## src/rtl/mac_pkg.sv

```systemverilog
package mac_pkg;

    // Multiplier operand width selection
    typedef enum logic {
        MODE_WORD = 1'b0,
        MODE_LONG = 1'b1
    } mac_mode_e;

    // Control carried alongside a product through the pipeline
    typedef struct packed {
        logic      valid;
        mac_mode_e mode;
        logic      sat;
    } mac_ctl_t;

    localparam int unsigned MAC_OP_W   = 32;
    localparam int unsigned MAC_WORD_W = 16;

endpackage

```

## src/rtl/mac_mul_stage.sv

```systemverilog
module mac_mul_stage
    import mac_pkg::*;
#(
    parameter int OP_W   = MAC_OP_W,
    parameter int WORD_W = MAC_WORD_W
) (
    input  logic              clk,
    input  logic              rst,
    input  logic              start,
    input  mac_mode_e         mode,
    input  logic              sat,
    input  logic [OP_W-1:0]   op_a,
    input  logic [OP_W-1:0]   op_b,
    output mac_ctl_t          ctl_q,
    output logic [2*OP_W-1:0] prod_q
);
    localparam int ACC_W = 2 * OP_W;
    localparam int EXT_W = OP_W - WORD_W;

    logic [OP_W-1:0]         a_sel, b_sel;
    logic signed [ACC_W-1:0] a_wide, b_wide, prod_c;

    // Operand selection: full width or sign-extended narrow field
    always_comb begin
        if (mode == MODE_LONG) begin
            a_sel = op_a;
            b_sel = op_b;
        end else begin
            a_sel = {{EXT_W{op_a[WORD_W-1]}}, op_a[WORD_W-1:0]};
            b_sel = {{EXT_W{op_b[WORD_W-1]}}, op_b[WORD_W-1:0]};
        end
        a_wide = {{OP_W{a_sel[OP_W-1]}}, a_sel};
        b_wide = {{OP_W{b_sel[OP_W-1]}}, b_sel};
        prod_c = a_wide * b_wide;
    end

    always_ff @(posedge clk) begin
        if (rst) begin
            ctl_q  <= '{valid: 1'b0, mode: MODE_WORD, sat: 1'b0};
            prod_q <= '0;
        end else begin
            ctl_q.valid <= start;
            if (start) begin
                ctl_q.mode <= mode;
                ctl_q.sat  <= sat;
                prod_q     <= prod_c;
            end
        end
    end

endmodule

```

## src/rtl/mac_acc_stage.sv

```systemverilog
module mac_acc_stage
    import mac_pkg::*;
#(
    parameter int OP_W = MAC_OP_W
) (
    input  logic              clk,
    input  logic              rst,
    input  mac_ctl_t          ctl,
    input  logic [2*OP_W-1:0] prod,
    input  logic              acc_clear,
    input  logic              acc_load,
    input  logic [OP_W-1:0]   load_hi,
    input  logic [OP_W-1:0]   load_lo,
    output logic [OP_W-1:0]   acc_hi,
    output logic [OP_W-1:0]   acc_lo
);
    localparam int ACC_W  = 2 * OP_W;
    localparam int TOP_W  = OP_W / 2;
    localparam int KEEP_W = OP_W - TOP_W - 1;
    localparam logic [ACC_W-1:0] LIM_POS = {{(OP_W+1){1'b0}}, {(OP_W-1){1'b1}}};
    localparam logic [ACC_W-1:0] LIM_NEG = {{(OP_W+1){1'b1}}, {(OP_W-1){1'b0}}};
    localparam logic [OP_W-1:0]  FLAG_HI = OP_W'(1);

    logic [ACC_W-1:0] sum_c;
    logic [OP_W-1:0]  sum_hi, sum_lo;
    logic [OP_W-1:0]  nxt_hi, nxt_lo;

    always_comb begin
        sum_c  = {acc_hi, acc_lo} + prod;
        sum_hi = sum_c[ACC_W-1:OP_W];
        sum_lo = sum_c[OP_W-1:0];
        nxt_hi = sum_hi;
        nxt_lo = sum_lo;
        if (ctl.sat) begin
            if (ctl.mode == MODE_LONG) begin
                // Keep the upper word inside a 48-bit signed span
                if (sum_c[ACC_W-1])
                    nxt_hi = {{TOP_W{1'b1}}, sum_hi[OP_W-TOP_W-1:0]};
                else
                    nxt_hi = {{(TOP_W+1){1'b0}}, sum_hi[KEEP_W-1:0]};
            end else begin
                // Clamp to the signed lower-word range, mark in upper word
                if ($signed(sum_c) < $signed(LIM_NEG)) begin
                    nxt_hi = FLAG_HI;
                    nxt_lo = {1'b1, {(OP_W-1){1'b0}}};
                end else if ($signed(sum_c) > $signed(LIM_POS)) begin
                    nxt_hi = FLAG_HI;
                    nxt_lo = {1'b0, {(OP_W-1){1'b1}}};
                end
            end
        end
    end

    // Priority: reset/clear, then load, then accumulate
    always_ff @(posedge clk) begin
        if (rst || acc_clear) begin
            acc_hi <= '0;
            acc_lo <= '0;
        end else if (acc_load) begin
            acc_hi <= load_hi;
            acc_lo <= load_lo;
        end else if (ctl.valid) begin
            acc_hi <= nxt_hi;
            acc_lo <= nxt_lo;
        end
    end

endmodule

```

## src/rtl/mac_done_delay.sv

```systemverilog
module mac_done_delay #(
    parameter int LAG = 2
) (
    input  logic clk,
    input  logic rst,
    input  logic in_pulse,
    output logic out_pulse
);
    logic [LAG-1:0] sh_q;

    generate
        if (LAG == 1) begin : g_single
            always_ff @(posedge clk) begin
                if (rst) sh_q <= '0;
                else     sh_q <= in_pulse;
            end
        end else begin : g_chain
            always_ff @(posedge clk) begin
                if (rst) sh_q <= '0;
                else     sh_q <= {sh_q[LAG-2:0], in_pulse};
            end
        end
    endgenerate

    assign out_pulse = sh_q[LAG-1];

endmodule

```

## src/rtl/signed_mac_sat.sv

```systemverilog
module signed_mac_sat
    import mac_pkg::*;
#(
    parameter int OP_W     = MAC_OP_W,
    parameter int WORD_W   = MAC_WORD_W,
    parameter int DONE_LAG = 2
) (
    input  logic            clk,
    input  logic            rst,
    input  logic            start,
    input  logic            long_mode,
    input  logic            sat_en,
    input  logic [OP_W-1:0] op_a,
    input  logic [OP_W-1:0] op_b,
    input  logic            acc_load,
    input  logic [OP_W-1:0] load_hi,
    input  logic [OP_W-1:0] load_lo,
    input  logic            acc_clear,
    output logic [OP_W-1:0] acc_hi,
    output logic [OP_W-1:0] acc_lo,
    output logic            done
);
    localparam int ACC_W = 2 * OP_W;

    mac_mode_e        mode_in;
    mac_ctl_t         ctl_q;
    logic [ACC_W-1:0] prod_q;
    logic             wr_valid, wr_long, wr_sat;

    assign mode_in  = long_mode ? MODE_LONG : MODE_WORD;
    assign wr_valid = ctl_q.valid;
    assign wr_long  = (ctl_q.mode == MODE_LONG);
    assign wr_sat   = ctl_q.sat;

    mac_mul_stage #(.OP_W(OP_W), .WORD_W(WORD_W)) u_mul (
        .clk    (clk),
        .rst    (rst),
        .start  (start),
        .mode   (mode_in),
        .sat    (sat_en),
        .op_a   (op_a),
        .op_b   (op_b),
        .ctl_q  (ctl_q),
        .prod_q (prod_q)
    );

    mac_acc_stage #(.OP_W(OP_W)) u_acc (
        .clk       (clk),
        .rst       (rst),
        .ctl       (ctl_q),
        .prod      (prod_q),
        .acc_clear (acc_clear),
        .acc_load  (acc_load),
        .load_hi   (load_hi),
        .load_lo   (load_lo),
        .acc_hi    (acc_hi),
        .acc_lo    (acc_lo)
    );

    mac_done_delay #(.LAG(DONE_LAG)) u_done (
        .clk       (clk),
        .rst       (rst),
        .in_pulse  (ctl_q.valid),
        .out_pulse (done)
    );

endmodule

```

## config.mk

```make
export PLATFORM = sky130hd
export DESIGN_NAME = signed_mac_sat
export DESIGN_NICKNAME = d
export VERILOG_FILES = /design/src/rtl/mac_pkg.sv /design/src/rtl/mac_mul_stage.sv /design/src/rtl/mac_acc_stage.sv /design/src/rtl/mac_done_delay.sv /design/src/rtl/signed_mac_sat.sv
export SDC_FILE = /design/constraint.sdc
export NUM_CORES = 2
export LEC_CHECK = 0
export BUFFER_PORTS_ARGS = -buffer_cell sky130_fd_sc_hd__buf_2
export CAP_MARGIN = 10
export CORE_MARGIN = 1
export CORE_UTILIZATION = 45
export CTS_BUF_LIST = sky130_fd_sc_hd__clkbuf_8
export CTS_CLUSTER_DIAMETER = 120
export DETAILED_ROUTE_END_ITERATION = 16
export PLACE_DENSITY_LB_ADDON = 0.3
export SYNTH_ARGS = -nofsm -noshare
export SYNTH_HDL_FRONTEND = slang
export SYNTH_HIERARCHICAL = 1
export SYNTH_SLANG_ARGS = --single-unit
```

## constraint.sdc

```tcl
create_clock -name clk -period 14.1 [get_ports clk]
set_input_delay 2.82 -clock clk [delete_from_list [all_inputs] [get_ports clk]]
set_output_delay 2.82 -clock clk [all_outputs]
set_load 0.02 [all_outputs]
```

==> qor.yml <==
run_status:
  status: "complete, no violations"
floorplanning:
  start_util_pct: 45.7
  fp-row-count: 118
  dieWidth_um: 327
  die_y_um: 327
  dieArea_um2: 107000
  ios: 200
  coreArea_um2: 104000
timing:
  hold_ws_ns: 0.458
  tightest_slew_ns: 1.24
  finClkSkew_ns: 0.0140
  layout_worst_path_cycle_share_pct: 87.9
  fmax_mhz: 80.7
  relSlewSlack_pct: 17.3
  rsz0062_at_grt: "false"
  period_needed_ns: 12.39
  final_max_slew_viol_count: 0
  hold_violations: 0
  setup_viol: 0
  setup_tns_ns: 0
synth:
  synth_cell_types: 97
  syn_nets: 6910
  synth_top_area_share_pct: 45.6
  synth_area_leaders: "fa_1 (46%), inv_1 (7.9%), ha_1 (6.5%)"
  synth_ff_type: "dfxtp_1"
  yosysTopAreaCell: "fa_1"
  synth_cells: 5445
  syn_area_per_cell_um2: 8.73
  yosysSeqAreaShare_pct: 5.60
  synth_edf_count: 0
  synth-async-reset-ratio_pct: 0
  synth-seq-cells: 133
  yosysWarningCount: 6
  syn_area_um2: 47500
critical_path:
  crit_required_ns: 14.51
  cp_slowest_stage_delay_ns: 0.89
  cpLargestDelayFamily: "adder cells"
  cp_common_cell: "fa_1"
  worst-path-buf-inv: 4
  r2r_start: "u_acc/acc_lo[8]"
  setup.worst_path.end_class: "flip-flop"
  critPathKind: "in -> reg"
  cp-start-kind: "input port"
  crit_slowest_cell: "nand2_1"
  startpoint: "long_mode"
  cp_data_arrival_time_ns: 12.80
  critPathMaxFanout: 65
grt:
  grt-ovfl-total: 0
  antenna_found_initial: 3
  grtUsageTotal_pct: 26.9
  grt_pass1_vias: 39700
  grt_max_degree: 132
  grt_pass1_wl_mm: 224
clock_tree:
  clk_pin_slew_ns: 0.08
  cts.sinks: 133
  cts_tree: "done"
  worstSkewPairLatency_ns: 0.49
  cts_setup_buffers: 0
  cts_hold_buf: 0
  cts-resized-gates: 0
  htreeDepth: 4
  cts-root-buf: "clkbuf_8"
  cts_made_buffers: 17
  clock_path_buffers: 2
routing:
  dr.first_iter.drc_count: 2783
  ant_nets: 0
  drc: 0
  drt_first_pass_iters: 6
  drt_wl_total_mm: 141
  via_count: 37992
  routedWlPerCell_um: 20.7
  viasPerCell: 5.58
place:
  routabilityCongestion: 0.986
  portBuffers: 199
  dp_hpwl_mm: 117
job:
  max-cap-violations: 0
finish:
  layout_commonest_cell: "fa_1"
  final_net_count: 6876
  most-common-layout-cells: "fa_1 (1,083), inv_1 (1,004), nand2_1 (734)"
  drive_gt1_share_pct: 6.82
  syn_to_final_growth_pct: 4.83
hold_path:
  min_from: "u_done/sh_q[0]"
  hold_class: "reg -> reg"
sequential cells by signal, indices dropped and copies added (netlist names):
signal / count
u_mul/ctl_q: 3
u_mul/prod_q: 64
u_done/sh_q: 2
u_acc/acc_hi: 32
u_acc/acc_lo: 32
logic make-up after synthesis:
family | Yosys count | synth area share, %
compound gates | 748 | 10.6
xor+xnor | 104 | 1.92
fa+ha+maj | 1330 | 52.1
buf+inv | 1316 | 10.7
flops | 133 | 5.60
mux | 48 | 1.02
simple gates | 1766 | 18.0
worst register-to-register path: stages (launching register included):
cell and delay (ns):
dfxtp_1 0.35, ha_1 0.38, a21oi_1 0.27, o21ai_0 0.14, a21oi_1 0.61, a311oi_1 0.31, a311o_1 0.36, a2bb2oi_1 0.61
nand2_1 0.10, or4_1 0.55, or4_4 0.55, o311ai_4 0.22, buf_4 0.44, nand3b_2 0.43, o211a_1 0.35
worst paths after layout:
kind	to	cells after the start	slack, ns
max	u_mul/prod_q[58]	26	1.71
min	u_done/sh_q[1]	1	0.46
max reg2reg	u_acc/acc_hi[0]	14	8.34
min reg2reg	u_done/sh_q[1]	1	0.46
area by class of cell:
cell class / count / area (µm²)
fill: 10099 / 54300
multi-input combinational: 3996 / 39800
inverter: 1004 / 3770
sequential: 133 / 2660
tap: 1380 / 1730
timing repair buffer: 259 / 1450
clock buffer: 19 / 262
clock inverter: 12 / 131
antenna: 3 / 7.51
stage by stage:
| step | setup WS [ns] | area, µm² | instances | util [%] |
|---|---|---|---|---|
| after detailed placement | 1.47 | 49400 | 6771 | 47.5 |
| final | 1.71 | 49800 | 6806 | 47.9 |
| after CTS | 1.99 | 49800 | 6802 | 47.9 |
| after global placement | 1.63 | 49400 | 6771 | 47.5 |
| after global routing | 1.33 | 49800 | 6803 | 47.9 |
| after floorplan | 2.98 | 47500 | 5445 | - |
metal layers:
layer	share of wire (%)	GRT usage (%)	routed length, µm
met3	5.9	3.17	8340
met5	0.0099	0	14
met1	40	35.1	56400
met4	4.5	10.8	6380
met2	50	45.6	70000
synth_stat cells, types with 44 or more instances:
| master | instances |
|---|---|
| fa_1 | 1083 |
| inv_1 | 1003 |
| nand2_1 | 734 |
| and2_1 | 432 |
| a21oi_1 | 292 |
| nor2_1 | 291 |
| ha_1 | 247 |
| clkbuf_1 | 236 |
| dfxtp_1 | 133 |
| o21ai_0 | 81 |
| xnor2_1 | 69 |
| a21o_1 | 67 |
| nor3b_1 | 61 |
| nand4_1 | 56 |
| buf_2 | 45 |
| mux2i_1 | 44 |
Power is left out: the tool's default activity adds up to more than one toggle a clock period on the data nets, which glitch-free logic cannot reach.
